**config.mk**
```make
export PLATFORM = sky130hd
export DESIGN_NAME = rx_block_demux
export DESIGN_NICKNAME = d
export VERILOG_FILES = /design/src/rtl/rbd_pkg.sv /design/src/rtl/rbd_ctrl.sv /design/src/rtl/rbd_parser.sv /design/src/rtl/rbd_outq.sv /design/src/rtl/rx_block_demux.sv
export SDC_FILE = /design/constraint.sdc
export NUM_CORES = 1
export LEC_CHECK = 0
export CORE_MARGIN = 2
export CORE_UTILIZATION = 47
export CTS_CLUSTER_SIZE = 10
export DETAILED_ROUTE_END_ITERATION = 7
export PLACE_DENSITY = 0.87
export SLEW_MARGIN = 30
export SYNTH_ARGS = -nofsm -noshare
export SYNTH_HDL_FRONTEND = slang
export SYNTH_SLANG_ARGS = --single-unit
export TNS_END_PERCENT = 20
```
**constraint.sdc**
```tcl
create_clock -name clk -period 6.4 [get_ports clk]
set_input_delay 1.28 -clock clk [delete_from_list [all_inputs] [get_ports clk]]
set_output_delay 1.28 -clock clk [all_outputs]
set_load 0.01 [all_outputs]
```
**src/rtl/rbd_pkg.sv**
```systemverilog
package rbd_pkg;

  typedef int unsigned uint_t;

  // What a received quadlet turns out to be
  typedef enum logic [2:0] {
    QK_NONE,
    QK_SKIP,
    QK_AUDIO,
    QK_MIDI,
    QK_EXTRA
  } qkind_e;

  // Wire order to host order: the first received byte becomes the MSB
  function automatic logic [31:0] wire_to_host(input logic [31:0] q);
    logic [31:0] r;
    for (int b = 0; b < 4; b++) r[8*(3-b) +: 8] = q[8*b +: 8];
    return r;
  endfunction

  function automatic uint_t block_len(input uint_t skip, input uint_t na, input logic mid);
    return skip + na + (mid ? 32'd1 : 32'd0);
  endfunction

  function automatic qkind_e classify(input uint_t idx, input uint_t skip,
                                      input uint_t na, input logic mid);
    if (idx < skip) return QK_SKIP;
    if (idx < skip + na) return QK_AUDIO;
    if (mid && idx == skip + na) return QK_MIDI;
    return QK_EXTRA;
  endfunction

endpackage

```
**src/rtl/rbd_ctrl.sv**
```systemverilog
module rbd_ctrl
  import rbd_pkg::*;
#(
  parameter int SKIP_W = 6,
  parameter int NA_W   = 8,
  parameter int MAX_CH = 16,
  localparam int NAQ_W = $clog2(MAX_CH + 1)
) (
  input  logic              clk,
  input  logic              rst_n,
  input  logic [31:0]       run_req,
  input  logic [31:0]       iso_chan,
  input  logic [SKIP_W-1:0] first_idx,
  input  logic [NA_W-1:0]   num_audio,
  input  logic [3:0]        num_midi,
  output logic              act_q,
  output logic              clr,
  output logic [SKIP_W-1:0] skip_q,
  output logic [NAQ_W-1:0]  na_q,
  output logic              mid_q
);

  logic run_nz, run_nz_q, start_ev;

  assign run_nz   = |run_req;
  assign start_ev = run_nz && !run_nz_q;
  assign clr      = start_ev || !run_nz;

  always_ff @(posedge clk or negedge rst_n) begin
    if (!rst_n) begin
      run_nz_q <= 1'b0;
      act_q    <= 1'b0;
      skip_q   <= '0;
      na_q     <= '0;
      mid_q    <= 1'b0;
    end else begin
      run_nz_q <= run_nz;
      if (!run_nz) begin
        act_q <= 1'b0;
      end else if (start_ev) begin
        act_q  <= (iso_chan != '1);
        skip_q <= first_idx;
        na_q   <= (uint_t'(num_audio) > uint_t'(MAX_CH)) ? NAQ_W'(MAX_CH) : NAQ_W'(num_audio);
        mid_q  <= |num_midi;
      end
    end
  end


  unused_chan_chk: assert property (@(posedge clk) disable iff (!rst_n)
    (start_ev && iso_chan == '1) |=> !act_q);

  stop_chk: assert property (@(posedge clk) disable iff (!rst_n)
    !run_nz |=> !act_q);

  cfg_hold_chk: assert property (@(posedge clk) disable iff (!rst_n)
    (run_nz && run_nz_q) |=> ($stable(skip_q) && $stable(na_q) && $stable(mid_q)));

endmodule

```
**src/rtl/rbd_parser.sv**
```systemverilog
module rbd_parser
  import rbd_pkg::*;
#(
  parameter int SKIP_W = 6,
  parameter int MAX_CH = 16,
  localparam int CH_W  = $clog2(MAX_CH),
  localparam int NAQ_W = $clog2(MAX_CH + 1),
  localparam int POS_W = $clog2((1 << SKIP_W) + MAX_CH + 2)
) (
  input  logic              clk,
  input  logic              rst_n,
  input  logic              clr,
  input  logic              act,
  input  logic              in_valid,
  input  logic              in_sob,
  input  logic [SKIP_W-1:0] skip,
  input  logic [NAQ_W-1:0]  na,
  input  logic              mid,
  output qkind_e            kind,
  output logic [CH_W-1:0]   chan,
  output logic              short_ev
);

  localparam logic [POS_W-1:0] POS_MAX = '1;

  logic [POS_W-1:0] pos_q, idx;
  logic             in_blk_q, take, blk;

  always_comb begin
    take     = act && in_valid;
    blk      = in_sob || in_blk_q;
    idx      = in_sob ? '0 : pos_q;
    kind     = QK_NONE;
    chan     = '0;
    if (take && blk) begin
      kind = classify(uint_t'(idx), uint_t'(skip), uint_t'(na), mid);
      if (kind == QK_AUDIO) chan = CH_W'(idx - POS_W'(skip));
    end
    short_ev = take && in_sob && in_blk_q &&
               (uint_t'(pos_q) < block_len(uint_t'(skip), uint_t'(na), mid));
  end

  always_ff @(posedge clk or negedge rst_n) begin
    if (!rst_n) begin
      pos_q    <= '0;
      in_blk_q <= 1'b0;
    end else if (clr) begin
      pos_q    <= '0;
      in_blk_q <= 1'b0;
    end else if (take && blk) begin
      in_blk_q <= 1'b1;
      pos_q    <= (idx == POS_MAX) ? idx : idx + 1'b1;
    end
  end


  restart_chk: assert property (@(posedge clk) disable iff (!rst_n)
    (short_ev && !clr) |=> (in_blk_q && pos_q == POS_W'(1)));

  idle_drop_chk: assert property (@(posedge clk) disable iff (!rst_n)
    (!in_blk_q && !in_sob) |-> (kind == QK_NONE));

endmodule

```
**src/rtl/rbd_outq.sv**
```systemverilog
module rbd_outq
  import rbd_pkg::*;
#(
  parameter int MAX_CH = 16,
  parameter int ERR_W  = 8,
  localparam int CH_W  = $clog2(MAX_CH),
  localparam int NAQ_W = $clog2(MAX_CH + 1)
) (
  input  logic              clk,
  input  logic              rst_n,
  input  logic              act,
  input  qkind_e            kind,
  input  logic [CH_W-1:0]   chan,
  input  logic              short_ev,
  input  logic [31:0]       in_data,
  input  logic [MAX_CH-1:0] iec_mask,
  input  logic [NAQ_W-1:0]  na,
  output logic              aud_valid,
  output logic [CH_W-1:0]   aud_chan,
  output logic [31:0]       aud_data,
  output logic              aud_iec,
  output logic              midi_valid,
  output logic [31:0]       midi_data,
  output logic              short_blk,
  output logic              overrun,
  output logic [ERR_W-1:0]  err_cnt
);

  always_ff @(posedge clk or negedge rst_n) begin
    if (!rst_n) begin
      aud_valid  <= 1'b0;
      aud_chan   <= '0;
      aud_data   <= '0;
      aud_iec    <= 1'b0;
      midi_valid <= 1'b0;
      midi_data  <= '0;
      short_blk  <= 1'b0;
      overrun    <= 1'b0;
      err_cnt    <= '0;
    end else begin
      aud_valid  <= (kind == QK_AUDIO);
      midi_valid <= (kind == QK_MIDI);
      overrun    <= (kind == QK_EXTRA);
      short_blk  <= short_ev;
      if (kind == QK_AUDIO) begin
        aud_chan <= chan;
        aud_data <= wire_to_host(in_data);
        aud_iec  <= iec_mask[chan];
      end
      if (kind == QK_MIDI) midi_data <= wire_to_host(in_data);
      if (kind == QK_EXTRA && err_cnt != '1) err_cnt <= err_cnt + 1'b1;
    end
  end


  idle_out_chk: assert property (@(posedge clk) disable iff (!rst_n)
    !act |=> (!aud_valid && !midi_valid));

  err_step_chk: assert property (@(posedge clk) disable iff (!rst_n)
    (overrun && $past(err_cnt) != '1) |-> (err_cnt == $past(err_cnt) + 1'b1));

  chan_range_chk: assert property (@(posedge clk) disable iff (!rst_n)
    aud_valid |-> (NAQ_W'(aud_chan) < na));

  one_kind_chk: assert property (@(posedge clk) disable iff (!rst_n)
    $onehot0({aud_valid, midi_valid, overrun}));

endmodule

```
**src/rtl/rx_block_demux.sv**
```systemverilog
module rx_block_demux
  import rbd_pkg::*;
#(
  parameter int SKIP_W = 6,
  parameter int NA_W   = 8,
  parameter int MAX_CH = 16,
  parameter int ERR_W  = 8,
  localparam int CH_W  = $clog2(MAX_CH)
) (
  input  logic              clk,
  input  logic              rst_n,
  input  logic [31:0]       run_req,
  input  logic [31:0]       iso_chan,
  input  logic [SKIP_W-1:0] first_idx,
  input  logic [NA_W-1:0]   num_audio,
  input  logic [3:0]        num_midi,
  input  logic [MAX_CH-1:0] iec_mask,
  input  logic              in_valid,
  input  logic              in_sob,
  input  logic [31:0]       in_data,
  output logic              stream_active,
  output logic              aud_valid,
  output logic [CH_W-1:0]   aud_chan,
  output logic [31:0]       aud_data,
  output logic              aud_iec,
  output logic              midi_valid,
  output logic [31:0]       midi_data,
  output logic              short_blk,
  output logic              overrun,
  output logic [ERR_W-1:0]  err_cnt
);

  localparam int NAQ_W = $clog2(MAX_CH + 1);

  logic              act_q, clr, mid_q, short_ev;
  logic [SKIP_W-1:0] skip_q;
  logic [NAQ_W-1:0]  na_q;
  logic [CH_W-1:0]   chan;
  qkind_e            kind;

  rbd_ctrl #(.SKIP_W(SKIP_W), .NA_W(NA_W), .MAX_CH(MAX_CH)) i_ctrl (
    .clk(clk), .rst_n(rst_n), .run_req(run_req), .iso_chan(iso_chan),
    .first_idx(first_idx), .num_audio(num_audio), .num_midi(num_midi),
    .act_q(act_q), .clr(clr), .skip_q(skip_q), .na_q(na_q), .mid_q(mid_q)
  );

  rbd_parser #(.SKIP_W(SKIP_W), .MAX_CH(MAX_CH)) i_parser (
    .clk(clk), .rst_n(rst_n), .clr(clr), .act(act_q), .in_valid(in_valid),
    .in_sob(in_sob), .skip(skip_q), .na(na_q), .mid(mid_q),
    .kind(kind), .chan(chan), .short_ev(short_ev)
  );

  rbd_outq #(.MAX_CH(MAX_CH), .ERR_W(ERR_W)) i_outq (
    .clk(clk), .rst_n(rst_n), .act(act_q), .kind(kind), .chan(chan),
    .short_ev(short_ev), .in_data(in_data), .iec_mask(iec_mask), .na(na_q),
    .aud_valid(aud_valid), .aud_chan(aud_chan), .aud_data(aud_data),
    .aud_iec(aud_iec), .midi_valid(midi_valid), .midi_data(midi_data),
    .short_blk(short_blk), .overrun(overrun), .err_cnt(err_cnt)
  );

  assign stream_active = act_q;

endmodule

```
[After elaboration in Yosys (flattened, before gate mapping)]
Cells that the tools add are included.
Operators by class
  equality and inequality tests: 9
  add/sub/neg operators: 5
  order comparisons: 5
  muxes and demuxes: 31
  reduce and logical (&&, ||, !) cells: 16
Operator list (count)
  adder 32 bit: 1
  < comparator 7 x 32 -> 1 bit: 1
  inequality test 32 bit, second input constant: 1
  OR reduction 32 bit: 1
  two-way mux 7 bit: 4
  two-way mux 3 bit: 8
  two-way mux 1 bit: 15
  equality test 3 x 2 -> 1 bit, second input constant: 3
  adder 8 x 1 -> 8 bit, second input constant: 1
  > comparator 8 x 5 -> 1 bit, second input constant: 1
  logical AND 1 bit: 8
  two-way mux 4 bit: 2
  inequality test 8 bit, second input constant: 1
  adder 6 x 5 -> 7 bit: 1
  adder 7 x 1 -> 7 bit, second input constant: 1
  equality test 7 bit: 1
  equality test 7 bit, second input constant: 1
  < comparator 7 x 6 -> 1 bit: 1
  < comparator 7 bit: 1
  < comparator 4 x 5 -> 1 bit, second input constant: 1
  two-way mux 5 bit: 1
  binary-select mux 1 bit (select 4 bit): 1
  OR reduction 4 bit: 1
  subtractor 4 bit: 1
  6 further kinds: 8
Storage, ports and cells
  word-level logic and storage cells: 82
  bits in registers: 103

[Logic depth before layout (Yosys ltp)]
  depth after elaboration: 18
  mapped depth: 15
  gate-level depth less buffers: 15

[Cells and area by module]
Synthesis repeated with hierarchy kept, for this count alone.
Unflattened totals
  cells, all modules: 512
  area, all modules: 5326.4 um2
By module, submodules not included
  rbd_outq: area an instance 3226.8 um2, cells an instance 277, sequential area each 2026.9 um2, instances 1
  rbd_parser: area an instance 1367.6 um2, cells an instance 170, sequential area each 200.2 um2, instances 1
  rbd_ctrl: area an instance 732.0 um2, cells an instance 65, sequential area each 350.3 um2, instances 1

[Least setup slack after synthesis]
No wires, ideal clock.
  kind: input to register
  start point: input in_sob
  end point: register i_outq.aud_data[13]
  slack: 2.823 ns
  library setup time: 0.125 ns
  data required time: 6.275 ns
  cell stages on the path: 11
  path buffers: 3
  arrival: 3.452 ns
  cell sequence: buf_2 -> nor2b_1 -> ha_1 -> nor2b_1 -> o211ai_2 -> a31oi_2 -> o31ai_4 -> nor4_2 -> buf_6 -> buf_6 -> mux2_4
Between the ends
  cells in the longest elaborated chain, start to end: 13
  elaborated cells between the ends (all ways): 24
  classes of those cells: 2 x order compare; 2 x eq/ne; 17 x mux; 3 x reduce/logical
Ends and longest elaborated chain
  start: declaration: RTL line rx_block_demux.sv:19  | input logic in_sob,
  two-way mux 7 bit: RTL line rbd_parser.sv:32  | idx = in_sob ? '0 : pos_q;
  equality test 7 bit: RTL line rbd_pkg.sv:29  | if (mid && idx == skip + na) return QK_MIDI;
  logical AND 1 bit: RTL line rbd_pkg.sv:29
  two-way mux 1 bit (2 in series): RTL line rbd_pkg.sv:29
  two-way mux 1 bit: RTL line rbd_pkg.sv:28  | if (idx < skip + na) return QK_AUDIO;
  two-way mux 1 bit: RTL line rbd_parser.sv:35  | if (take && blk) begin
  two-way mux 3 bit: RTL line rbd_pkg.sv:30  | return QK_EXTRA;
  two-way mux 3 bit: RTL line rbd_pkg.sv:29
  two-way mux 3 bit: RTL line rbd_pkg.sv:28
  two-way mux 3 bit: RTL line rbd_parser.sv:35
  two-way mux 3 bit *: RTL line rbd_parser.sv:35
  equality test 3 x 2 -> 1 bit *: RTL line rbd_outq.sv:45  | if (kind == QK_AUDIO) begin
  end signal: assignment: RTL line rbd_outq.sv:47  | aud_data <= wire_to_host(in_data);
  end: declaration: RTL line rbd_outq.sv:20  | output logic [31:0] aud_data,
Mark *: on every way between the ends. The rest lies on a longest branch, timed or not. The select of a mux whose other input is x is not followed.
A chain may end at the register's enable or synchronous reset.

[Worst setup path in the final report]
  start point: input in_sob
  end point: register i_outq.aud_data[12]
Same word-level chain as after synthesis.

==> flow_summary_export.csv <==
group,metric,value,unit
drt,wire_per_inst,17.3,µm
cells_and_area,layout-area-overhead-vs-synth,46.9,%
synthesis,post-synth-top-count-cell,"sky130_fd_sc_hd__dfrtp_1",
cells_and_area,final_net_count,802,
cts,tritoncts,"built",
drt,drt_drc_violations_left,0,
cts,clock_sink_count,103,
synthesis,post_synth_most_frequent_cells,"sky130_fd_sc_hd__dfrtp_1 (103), sky130_fd_sc_hd__nand2_1 (32), sky130_fd_sc_hd__mux2_1 (30)",
global_routing,grt_overflow_total,0,
synthesis,synth.area.top_cells,"sky130_fd_sc_hd__dfrtp_1 (49%), sky130_fd_sc_hd__ha_1 (6.7%), sky130_fd_sc_hd__mux2_1 (6.5%), sky130_fd_sc_hd__mux2_2 (5.8%), sky130_fd_sc_hd__mux2_4 (5.2%)",
run_status,outcome,"finished, final reports clean",
synthesis,syn-cell-area,5220,µm²
die,fp.dieW,109,µm
drt,totalWireLength,13600,µm
die,effective_utilization_at_floorplan,0.482,
worst_setup_path,critical_path.max_fanout,38,
cts,ctsHtreeMaxLevel,3,
flow_run,timing.max_cap.violations,0,
worst_setup_path,setup.worst_path.end_class,"flip-flop",
placement,half_perimeter_wire_length_after_detailed_placement,11000,µm
synthesis,yosys_most_used_dff,"sky130_fd_sc_hd__dfrtp_1",
timing,timing.final.crit_period,4.13,ns
global_routing,all_layer_global_routing_usage,0.231,
cts,clk_root_buffer_cell,"sky130_fd_sc_hd__clkbuf_8",
cts,post_cts_resized,0,
cts,insertion_delay,0.38,ns
cts,cts_hold_buf,0,
die,coreArea,10800,µm²
hold_path,min-delay-start,"i_outq.midi_data[4]",
placement,placement.io_buffers,215,
timing,slew_violations,0,
worst_setup_path,cp.required,6.66,ns
timing,setup_viol,0,
cells_and_area,finish.cell_count_without_fillers,783,
synthesis,synth.avg_cell_area,12.4,µm²
hold_path,worst_hold_path_type,"flip-flop to flip-flop",
global_routing,grt_busiest_layer,"met2",
die,row_count,38,
synthesis,synth-seq-area-share,0.494,
synthesis,synth_largest_type_area_fraction,0.494,
synthesis,post_synthesis_async_set_or_reset_flop_share,1.00,
synthesis,synthDominantAreaCellType,"sky130_fd_sc_hd__dfrtp_1",
global_routing,globalRouteMet2Util,0.430,
global_routing,pin_count_of_the_biggest_net_entering_global_routing,66,
synthesis,ys_warn_count,0,
timing,finalHoldViolations,0,
worst_setup_path,worst-r2r-cell-count,15,
timing,grt_setup_unrepaired,"false",
synthesis,synthDistinctLibCells,45,
worst_setup_path,category_of_the_worst_setup_path_launch_point,"input port",
global_routing,met1_layer_usage_reported_by_global_route,0.255,
power_and_ir_drop,max-vdd-ir-drop,0.104,mV
power_and_ir_drop,p_per_area,151,nW/µm²
synthesis,netlist_instances,421,
timing,achievable-frequency,242,MHz
synthesis,mappedNetlistNets,585,
worst_setup_path,worstReg2RegStart,"i_ctrl.skip_q[0]",
global_routing,global_route.usage.met3,0.0445,
placement,place_inst,767,
timing,post-route-worst-setup-slack,2.27,ns
global_routing,antenna_found_initial,0,
cts,cts.repair_timing.setup_buffer_count,0,
cts,ctsLongestPathBuffers,2,
die,floorplan.io_pins,216,
cts,numCtsBuffers,9,
cells_and_area,fraction_of_final_layout_cells_with_drive_strength_greater_than_1,0.120,
die,design.die.area,12000,µm²
timing,fin_tns_setup,0,ns
cts,clk_transition_reported_paths,0.10,ns
drt,vias_per_cell,5.34,
timing,actual_slew_at_the_worst_max_slew_pin,0.793,ns
timing,relSlewSlack,0.467,
worst_setup_path,r2r_setup_slack,2.39,ns
cells_and_area,antenna_cells,0,
drt,number_of_nets_still_failing_antenna_checks_after_routing,0,
die,die_height,109,µm
timing,timing.clock.skew,0.0119,ns
placement,pre_cts_slack,1.88,ns
synthesis,synth_edf_count,0,
drt,via_count,4182,
timing,whs,0.495,ns
drt,drt-pass1-iter-count,4,
worst_setup_path,worst_ep_arrival_time,4.39,ns
hold_path,hold_path_depth,1,
global_routing,grt_pass1_vias,4355,
synthesis,yosys_register_bits,103,
worst_setup_path,critPathKind,"input port to flip-flop",
drt,detailedRoute.firstIterationViolations,255,
global_routing,grt_first_pass_wirelength,21100,µm
placement,globalplace.congestion,0.897,
cells_and_area,layout.core_utilization,0.708,
hold_path,hold_end,"i_outq.midi_data[4]",
timing,fin_crit_sh,0.645,
worst_setup_path,worstReg2RegEnd,"i_outq.midi_data[16]",
power_and_ir_drop,p_leak,3.48,nW
cells by family (layout without fill, tap and decap cells):
kind of cell | Yosys count | in the layout | share of synthesized area
compound gates | 47 | 47 | 0.0592
xor+xnor | 16 | 16 | 0.0268
fa+ha+maj | 30 | 30 | 0.0748
buf+inv | 34 | 256 | 0.0338
flops | 103 | 103 | 0.494
mux | 83 | 83 | 0.200
simple gates | 108 | 108 | 0.112
state kept, by name, summed over array words and instances, names as in the netlist:
| register | flops |
|---|---|
| i_outq.short_blk | 1 |
| i_outq.aud_valid | 1 |
| i_outq.aud_iec | 1 |
| i_outq.aud_data | 32 |
| i_parser.in_blk_q | 1 |
| i_parser.pos_q | 7 |
| i_ctrl.act_q | 1 |
| i_outq.aud_chan | 4 |
| i_ctrl.mid_q | 1 |
| i_ctrl.skip_q | 6 |
| i_outq.overrun | 1 |
| i_ctrl.na_q | 5 |
| i_ctrl.run_nz_q | 1 |
| i_outq.err_cnt | 8 |
| i_outq.midi_valid | 1 |
| i_outq.midi_data | 32 |
placed cells by master, fill, tap and decap left out, drive strengths merged, types with 2 or more instances in the layout:
cell type,n
nor2b,9
xor2,10
nand4,18
clkbuf,10
fa,2
ha,28
inv,26
a31oi,4
clkdlybuf4s50,214
mux2,75
dfrtp,103
mux2i,4
nand2,32
nor3,10
o21ai,15
xnor2,6
mux4,4
nor2,8
and3,6
o211ai,2
a21o,3
a21oi,14
a211oi,3
buf,4
nor4,13
nand3,7
o21bai,2
where the power goes:
part	internal, W	switching [W]
clock network	0.000159	0.000238
logic	0.0000753	0.0000322
registers	0.000650	0.00000000000659
area by class of cell:
cell class / count / area (µm²)
clock buffers: 10 / 138
fillers: 797 / 3170
repair buffers: 218 / 2170
clock inverters: 6 / 50.0
well taps: 140 / 175
flip-flops and latches: 103 / 2580
inverters: 22 / 82.6
multi-input cells: 284 / 2470
metrics by stage:
stage	total power [W]	instance area [µm²]
2_1_floorplan	0.000670	5220
3_3_place_gp	0.000769	7480
3_5_place_dp	0.000772	7480
4_1_cts	0.00116	7670
5_1_grt	0.00120	7670
6_report	0.00115	7670
routing by layer:
layer  routed length, µm  part of all wire
met3                1030             0.076
met4                 393             0.029
met2                7050              0.52
met1                5120              0.38
met5                   0                 0
worst max-delay path by stage:
stage,start,endpoint,slack (ns),cells after the start
after floorplan,in_sob,i_outq.aud_data[13],2.82,11
after global placement,in_sob,i_outq.midi_data[30],1.97,10
after detailed placement,in_sob,i_outq.aud_data[12],1.88,10
after CTS,in_sob,i_outq.aud_data[31],2.28,10
after global routing,in_sob,i_outq.aud_data[12],2.07,10
final,in_sob,i_outq.aud_data[12],2.27,10
critical path, stage by stage:
cell and delay, ns:
sky130_fd_sc_hd__clkdlybuf4s50_1 0.60, sky130_fd_sc_hd__nor2b_1 0.45, sky130_fd_sc_hd__ha_1 0.19, sky130_fd_sc_hd__nor2b_1 0.20
sky130_fd_sc_hd__o211ai_2 0.12, sky130_fd_sc_hd__a31oi_2 0.25, sky130_fd_sc_hd__o31ai_4 0.15, sky130_fd_sc_hd__nor4_4 0.17
sky130_fd_sc_hd__buf_4 0.54, sky130_fd_sc_hd__mux2_2 0.41
Note: power is estimated with default switching activity, not from simulation.
